### config.mk
export PLATFORM = sky130hd
export DESIGN_NAME = alu_core
export DESIGN_NICKNAME = d
export VERILOG_FILES = /design/src/rtl/alu_pkg.sv /design/src/rtl/alu_opb_mux.sv /design/src/rtl/alu_arith.sv /design/src/rtl/alu_logic.sv /design/src/rtl/alu_core.sv
export SDC_FILE = /design/constraint.sdc
export NUM_CORES = 1
export LEC_CHECK = 0
export ABC_AREA = 0
export ABC_CLOCK_PERIOD_IN_PS = 7500
export BUFFER_PORTS_ARGS = -buffer_cell sky130_fd_sc_hd__buf_2
export CORE_ASPECT_RATIO = 1.4
export CORE_UTILIZATION = 40
export DETAILED_ROUTE_END_ITERATION = 16
export GPL_ROUTABILITY_DRIVEN = 0
export PLACE_DENSITY = 0.66
export SYNTH_ARGS = -nofsm -noshare
export SYNTH_HDL_FRONTEND = slang
export SYNTH_HIERARCHICAL = 1
export SYNTH_SLANG_ARGS = --single-unit
### constraint.sdc
create_clock -name vclk -period 7.5
set_clock_uncertainty 0.05 [all_clocks]
set_input_delay 0.75 -clock vclk [all_inputs]
set_output_delay 0.75 -clock vclk [all_outputs]
set_load 0.02 [all_outputs]
### src/rtl/alu_pkg.sv
package alu_pkg;
  localparam int OP_W = 4;

  typedef enum logic [OP_W-1:0] {
    OP_ADD  = 4'd0,
    OP_SUB  = 4'd1,
    OP_AND  = 4'd2,
    OP_OR   = 4'd3,
    OP_XOR  = 4'd4,
    OP_SLL  = 4'd5,
    OP_SLT  = 4'd6,
    OP_SLTU = 4'd7,
    OP_LUI  = 4'd8
  } alu_op_e;
endpackage

### src/rtl/alu_opb_mux.sv
module alu_opb_mux #(
  parameter int DATA_W = 32,
  parameter int IMM_W  = 16
) (
  input  logic [DATA_W-1:0] src_b,
  input  logic [IMM_W-1:0]  imm_val,
  input  logic              imm_en,
  input  logic              sign_ext,
  output logic [DATA_W-1:0] opb
);
  localparam int EXT_W = DATA_W - IMM_W;

  logic [EXT_W-1:0] ext_bits;

  assign ext_bits = sign_ext ? {EXT_W{imm_val[IMM_W-1]}} : '0;
  assign opb      = imm_en ? {ext_bits, imm_val} : src_b;
endmodule

### src/rtl/alu_arith.sv
module alu_arith #(
  parameter int DATA_W = 32
) (
  input  logic [DATA_W-1:0] a,
  input  logic [DATA_W-1:0] b,
  input  logic              sub_en,
  output logic [DATA_W-1:0] sum,
  output logic              lt_s,
  output logic              lt_u
);
  localparam int MSB = DATA_W - 1;

  logic [DATA_W-1:0] b_eff;
  logic [DATA_W:0]   wide;

  assign b_eff = sub_en ? ~b : b;
  assign wide  = {1'b0, a} + {1'b0, b_eff} + {{DATA_W{1'b0}}, sub_en};
  assign sum   = wide[DATA_W-1:0];
  // borrow out of A - B means A < B unsigned
  assign lt_u  = ~wide[DATA_W];
  // signs differ: negative side is smaller; otherwise difference sign decides
  assign lt_s  = (a[MSB] ^ b[MSB]) ? a[MSB] : wide[MSB];
endmodule

### src/rtl/alu_logic.sv
module alu_logic #(
  parameter int DATA_W = 32,
  parameter int SH_W   = $clog2(DATA_W)
) (
  input  logic [DATA_W-1:0] a,
  input  logic [DATA_W-1:0] b,
  input  logic [SH_W-1:0]   shamt,
  output logic [DATA_W-1:0] and_r,
  output logic [DATA_W-1:0] or_r,
  output logic [DATA_W-1:0] xor_r,
  output logic [DATA_W-1:0] sll_r
);
  for (genvar i = 0; i < DATA_W; i++) begin : g_bit
    assign and_r[i] = a[i] & b[i];
    assign or_r[i]  = a[i] | b[i];
    assign xor_r[i] = a[i] ^ b[i];
  end

  // logarithmic left shifter, one stage per shamt bit
  logic [DATA_W-1:0] stage [SH_W+1];
  assign stage[0] = a;
  for (genvar s = 0; s < SH_W; s++) begin : g_shift
    assign stage[s+1] = shamt[s] ? {stage[s][DATA_W-1-(1<<s):0], {(1<<s){1'b0}}}
                                 : stage[s];
  end
  assign sll_r = stage[SH_W];
endmodule

### src/rtl/alu_core.sv
module alu_core
  import alu_pkg::*;
#(
  parameter int DATA_W = 32,
  parameter int IMM_W  = 16,
  parameter int SH_W   = $clog2(DATA_W)
) (
  input  logic [OP_W-1:0]   op_sel,
  input  logic [DATA_W-1:0] src_a,
  input  logic [DATA_W-1:0] src_b,
  input  logic [IMM_W-1:0]  imm_val,
  input  logic              imm_en,
  input  logic [SH_W-1:0]   shamt,
  output logic [DATA_W-1:0] result,
  output logic              zero
);
  localparam int PAD_W = DATA_W - IMM_W;

  alu_op_e           op;
  logic              sign_ext;
  logic              sub_en;
  logic [DATA_W-1:0] opb;
  logic [DATA_W-1:0] sum;
  logic              lt_s, lt_u;
  logic [DATA_W-1:0] and_r, or_r, xor_r, sll_r;

  assign op       = alu_op_e'(op_sel);
  assign sign_ext = (op == OP_ADD) || (op == OP_SUB) || (op == OP_SLT) || (op == OP_SLTU);
  assign sub_en   = (op == OP_SUB) || (op == OP_SLT) || (op == OP_SLTU);

  alu_opb_mux #(.DATA_W(DATA_W), .IMM_W(IMM_W)) u_opb (
    .src_b(src_b), .imm_val(imm_val), .imm_en(imm_en),
    .sign_ext(sign_ext), .opb(opb)
  );

  alu_arith #(.DATA_W(DATA_W)) u_arith (
    .a(src_a), .b(opb), .sub_en(sub_en),
    .sum(sum), .lt_s(lt_s), .lt_u(lt_u)
  );

  alu_logic #(.DATA_W(DATA_W), .SH_W(SH_W)) u_logic (
    .a(src_a), .b(opb), .shamt(shamt),
    .and_r(and_r), .or_r(or_r), .xor_r(xor_r), .sll_r(sll_r)
  );

  always_comb begin
    unique case (op)
      OP_ADD, OP_SUB: result = sum;
      OP_AND:         result = and_r;
      OP_OR:          result = or_r;
      OP_XOR:         result = xor_r;
      OP_SLL:         result = sll_r;
      OP_SLT:         result = {{(DATA_W-1){1'b0}}, lt_s};
      OP_SLTU:        result = {{(DATA_W-1){1'b0}}, lt_u};
      OP_LUI:         result = {imm_val, {PAD_W{1'b0}}};
      default:        result = '0;
    endcase
  end

  assign zero = ~|result;
endmodule

### Yosys cells after proc, flatten, opt, wreduce, memory -nomap -nowiden

Index checks and enable logic that the tools add are counted.

* flip-flop bits (word level): 0
* output and inout port bits: 33

* reduce and logical (&&, ||, !) cells: 9
* bitwise gates (word level): 98
* equality and inequality tests: 8
* $add $sub $neg: 2
* mux-type cells: 10

Operators by type and width (number)
* case mux 32 bit (8 select lines): 1
* 2-to-1 mux 32 bit: 7
* adder 32 x 32 -> 33 bit: 1
* adder 33 x 1 -> 33 bit: 1
* AND 1 bit: 32
* inverter 32 bit: 1
* bitwise OR 1 bit: 32
* OR reduction 32 bit: 1
* XOR 1 bit: 32
* equality test 4 x 3 -> 1 bit, second input constant: 4
* 2-to-1 mux 16 bit: 1
* equality test 4 x 2 -> 1 bit, second input constant: 2
* logical OR 1 bit: 5
* equality test 4 x 1 -> 1 bit, second input constant: 1
* equality test 4 bit, second input constant: 1
* logical NOT 4 bit: 1
* OR reduction 2 bit: 1
* logical NOT 1 bit: 1
* 2-to-1 mux 1 bit: 1
* inverter 1 bit: 1

### Logic depth before layout (Yosys ltp)

* depth in word-level cells: 14
* mapped depth: 24
* mapped depth without buffers: 19

### Cells and area by module

The synthesis kept the hierarchy.

By module, submodules not included
* alu_logic: sequential area each 0.0 µm², area an instance 3039.2 µm², cells each 360, instances 1
* alu_arith: sequential area each 0.0 µm², area an instance 2073.2 µm², cells each 288, instances 1
* alu_core: sequential area each 0.0 µm², area an instance 1660.3 µm², cells each 243, instances 1
* alu_opb_mux: sequential area each 0.0 µm², area an instance 429.2 µm², cells each 54, instances 1

### Worst setup path after synthesis

No wires, ideal clock.

* path type: input -> output
* from: input port op_sel[2]
* to: output port zero
* path slack: 0.735 ns
* stages: 23
* path buffers: 5
* arrival: 5.965 ns
* cells stage by stage: buf_6 buf_6 clkbuf_1 or2_2 a21oi_1 and2_1 buf_2 buf_1 xor2_1 ha_1 a21o_1 a21o_1 a221o_1 a31oi_1 o21ai_2 xor2_2 maj3_2 mux2i_1 nor3b_1 a2111o_1 or4_1 nor4b_1 and4_1

* cells in the longest elaborated chain, start to end: 14
* elaborated cells on any way between the ends: 74
* classes of those cells: add/sub: 2; eq/ne: 8; mux: 5; bitwise: 50; reduce/logical: 9

RTL lines
* start, declared: line alu_core.sv:8 `input logic [OP_W-1:0] op_sel,`
* equality test 4 x 1 -> 1 bit / logical NOT 4 bit (equally long branches): line alu_core.sv:28 `assign sign_ext = (op == OP_ADD) || (op == OP_SUB) || (op == OP_SLT) || (op == OP_SLTU);`
* logical OR 1 bit (2 in a row): line alu_core.sv:28
* logical OR 1 bit (*): line alu_core.sv:28
* named net sign_ext: line alu_core.sv:20 `logic sign_ext;`
* 2-to-1 mux 16 bit (*): line alu_opb_mux.sv:15 `assign ext_bits = sign_ext ? {EXT_W{imm_val[IMM_W-1]}} : '0;`
* 2-to-1 mux 32 bit (*): line alu_opb_mux.sv:16 `assign opb = imm_en ? {ext_bits, imm_val} : src_b;`
* inverter 32 bit: line alu_arith.sv:16 `assign b_eff = sub_en ? ~b : b;`
* 2-to-1 mux 32 bit (*): line alu_arith.sv:16
* adder 32 x 32 -> 33 bit (*): line alu_arith.sv:17 `assign wide = {1'b0, a} + {1'b0, b_eff} + {{DATA_W{1'b0}}, sub_en};`
* adder 33 x 1 -> 33 bit (*): line alu_arith.sv:17
* named net sum[31]: line alu_core.sv:23 `logic [DATA_W-1:0] sum;`
* 2-to-1 mux 1 bit (*): line alu_arith.sv:22 `assign lt_s = (a[MSB] ^ b[MSB]) ? a[MSB] : wide[MSB];`
* named net lt_s: line alu_core.sv:24 `logic lt_s, lt_u;`
* case mux 32 bit (8 select lines) (*): line alu_core.sv:47 `unique case (op)`
* named net result[0]: line alu_core.sv:14 `output logic [DATA_W-1:0] result,`
* OR reduction 32 bit (*): line alu_core.sv:60 `assign zero = ~|result;`
* logical NOT 1 bit (*): line alu_core.sv:60
* end, declared: line alu_core.sv:15 `output logic zero`

Mark *: on every way through the listed nets, which the timed path passes. The rest lies on a longest branch.

### Worst setup path in the final report

* from: input port op_sel[1]
* to: output port zero

* cells in the longest elaborated chain, start to end: 14
* elaborated cells on any way between the ends: 74
* classes of those cells: add/sub: 2; eq/ne: 8; mux: 5; bitwise: 50; reduce/logical: 9

RTL lines
* equality test 4 x 1 -> 1 bit / logical NOT 4 bit (equally long branches): line alu_core.sv:28
* logical OR 1 bit (2 in a row): line alu_core.sv:28
* logical OR 1 bit (*): line alu_core.sv:28
* named net sign_ext: line alu_core.sv:20
* 2-to-1 mux 16 bit (*): line alu_opb_mux.sv:15
* 2-to-1 mux 32 bit (*): line alu_opb_mux.sv:16
* named net opb[19]: line alu_core.sv:22 `logic [DATA_W-1:0] opb;`
* inverter 32 bit: line alu_arith.sv:16
* 2-to-1 mux 32 bit (*): line alu_arith.sv:16
* adder 32 x 32 -> 33 bit (*): line alu_arith.sv:17
* adder 33 x 1 -> 33 bit (*): line alu_arith.sv:17
* named net sum[31]: line alu_core.sv:23
* 2-to-1 mux 1 bit (*): line alu_arith.sv:22
* named net lt_s: line alu_core.sv:24
* case mux 32 bit (8 select lines) (*): line alu_core.sv:47
* OR reduction 32 bit (*): line alu_core.sv:60
* logical NOT 1 bit (*): line alu_core.sv:60

Marks and branches as above.

==> results.txt <==
kind of launch point of the worst setup path: input port
placed cell area: 0.007861 sq mm
Area contributors post-synth: sky130_fd_sc_hd__ha_1 (17%), sky130_fd_sc_hd__mux4_2 (10%), sky130_fd_sc_hd__mux2i_1 (7.9%), sky130_fd_sc_hd__inv_1 (6.5%), sky130_fd_sc_hd__xor2_1 (5.0%)
floorplan die width: 115.4 microns
number of cells produced by synthesis: 945
number of buffers inserted by hold repair at cts: 0
Net Count, Synth: 1131
cell area after layout: 0.007868 sq mm
critical setup path kind: input port to output port
total negative slack: 0 ps
count of antenna diodes in the layout: 0
detailed-route wire length per cell: 21.26 microns
placed instance count: 1256
Hold Fails Final Rpt: 0
max-capacitance violation count: 0
count of instances resized after the clock tree is built: 0
post-synthesis instance area: 0.007202 sq mm
required arrival time at the worst endpoint: 6700 ps
starting DRC count in detailed routing: 807
Worst Setup End Kind: output port
Total Nets Final: 1208
maximum net fanout on the critical path: 17
area taken by flip-flops and latches: 0 sq um
via count of the first global-routing pass: 7075
worst setup timing slack at the placement stage: 415.4 ps
wire length of the first global-routing pass: 40470 microns
number of buffers added for setup after CTS: 0
most numerous cell in the Yosys netlist: sky130_fd_sc_hd__inv_1
number of max-slew violations in the final report: 0
gr usage total: 28.27%
fin worst setup slack: 421.3 ps
via count: 7588
largest stage delay on the critical path: 540 ps
ratio of total power to cell area: 99.32 mW/mm^2
top-level port count: 123
transition time at the pin with the least slew margin: 1108 ps
area share of the largest cell type after synthesis: 16.50%
die area: 0.01855 sq mm
setup repair after global routing missed its margin: false
cell accounting for the most synthesized area: sky130_fd_sc_hd__ha_1
Initial Util: 41.22%
CP max-delay cell: sky130_fd_sc_hd__or4_1
Area Overhead vs Synth: 9.243%
layout cells sized above 1: 22.55%
FFs & Latches: 0
final-layout clock buffer total: 0
run status: finished, final reports clean
standard-cell row count: 57
core area: 0.01747 sq mm
number of nets with antenna violations after routing: 0
Max transition margin: 25.98%
final setup violation count: 0
final critical-path share of the clock period: 94.38%
maximum clock rate: 141.3 MHz
sequential-to-total area share from yosys stat: 0%
initial antenna violation count: 0
grt total ovfl: 0
leakage dissipation: 3.968 nW
Vias per Instance: 6.041
sum of routed wire length over all layers: 26700 microns
DPL Wire Length: 21940 microns
classification of the worst-slack hold path: input port to output port
per-instance average area after synthesis: 7.621 sq um
Post-synth top cells: sky130_fd_sc_hd__inv_1 (125), sky130_fd_sc_hd__ha_1 (95), sky130_fd_sc_hd__nand2_1 (71)
Synth Warn #: 6
post-route insts no fill: 1256
DRT Pass-1 Iters: 7
Worst VDD drop: 33.84 uV
Critical Path AT: 6280 ps
vertical extent of the die: 160.8 microns
DRC viols: 0
clock period minus worst slack: 7079 ps
Buffers on Ports: 123
post-synth cell types: 79
Critical Path, Cell by Cell: buf_2 > or2_2 > a21oi_1 > nand3_2 > o21ai_0 > xor2_1 > ha_1 > nand4_1 > nor3_1 > nand4_1 > o31a_1 > o21ai_2 > xor2_2 > maj3_2 > mux2i_1 > nor3b_1 > a2111o_1 > or4_1 > nor4b_2 > and4_1 > buf_2
pin count of the biggest net entering global routing: 54
==> per-stage QoR <==
stage | hold slack (ps) | power, mW | utilization [%]
final | 1996 | 0.7814 | 45.03
after global routing | 2007 | 0.8421 | 45.03
after CTS | 1984 | 0.7636 | 44.99
after detailed placement | 1980 | 0.7613 | 44.99
after global placement | 1971 | 0.7573 | 44.99
after floorplan | 1675 | 0.5541 | -
==> cell families after synthesis <==
family                     synth area share (%)
AOI/OAI and AO/OA                         22.72
and+or+nand+nor                           16.37
buffers and inverters                     11.62
muxes                                     25.07
adders and majority gates                 16.94
xor gates and xnor gates                  7.279
==> where the power goes <==
group / switching [mW] / internal [mW]
logic: 0.464 / 0.317
clock network: 0 / 0
registers: 0 / 0
==> critical path: cells and delay by family <==
family          cells  cell delay (ps)
fa+ha+maj           2              780
xor+xnor            2              240
buf+inv             2              390
simple gates        9             2570
compound gates      5             1410
mux                 1              130
==> path summary, 6_finish.rpt <==
check / endpoint / depth (start not counted) / from / slack, ps
max: zero / 21 / op_sel[1] / 420
min: result[29] / 4 / imm_val[13] / 2000
==> placed cells by master (no fill, tap or decap), types with 14 or more instances in the layout <==
master and n:
sky130_fd_sc_hd__inv_1 125, sky130_fd_sc_hd__buf_2 123, sky130_fd_sc_hd__ha_1 95, sky130_fd_sc_hd__nand2_1 71, sky130_fd_sc_hd__a21oi_1 63, sky130_fd_sc_hd__mux2i_1 57
sky130_fd_sc_hd__nor2_1 50, sky130_fd_sc_hd__xor2_1 41, sky130_fd_sc_hd__o21ai_0 39, sky130_fd_sc_hd__mux4_2 32, sky130_fd_sc_hd__nor2b_1 25, sky130_fd_sc_hd__mux2_2 23
sky130_fd_sc_hd__o221ai_1 22, sky130_fd_sc_hd__nand3_1 20, sky130_fd_sc_hd__xnor2_1 17, sky130_fd_sc_hd__nand2b_1 14, sky130_fd_sc_hd__mux2_4 14
==> final cells by class <==
type / count / area (sq um)
fill: 1794 / 9605
tap: 236 / 295.3
multi-input combinational: 756 / 6379
timing repair buffer: 136 / 713.2
inverter: 128 / 480.5
==> routing by layer <==
metal | routed length [microns] | vias to the layer above | GRT usage, %
met5 | 0 | - | 0
met4 | 1282 | 0 | 10.45
met3 | 1686 | 72 | 1.472
met2 | 12910 | 387 | 48.86
met1 | 10820 | 3592 | 36.53
li1 | - | 3537 | -
Note: power is estimated with default switching activity, not from simulation.
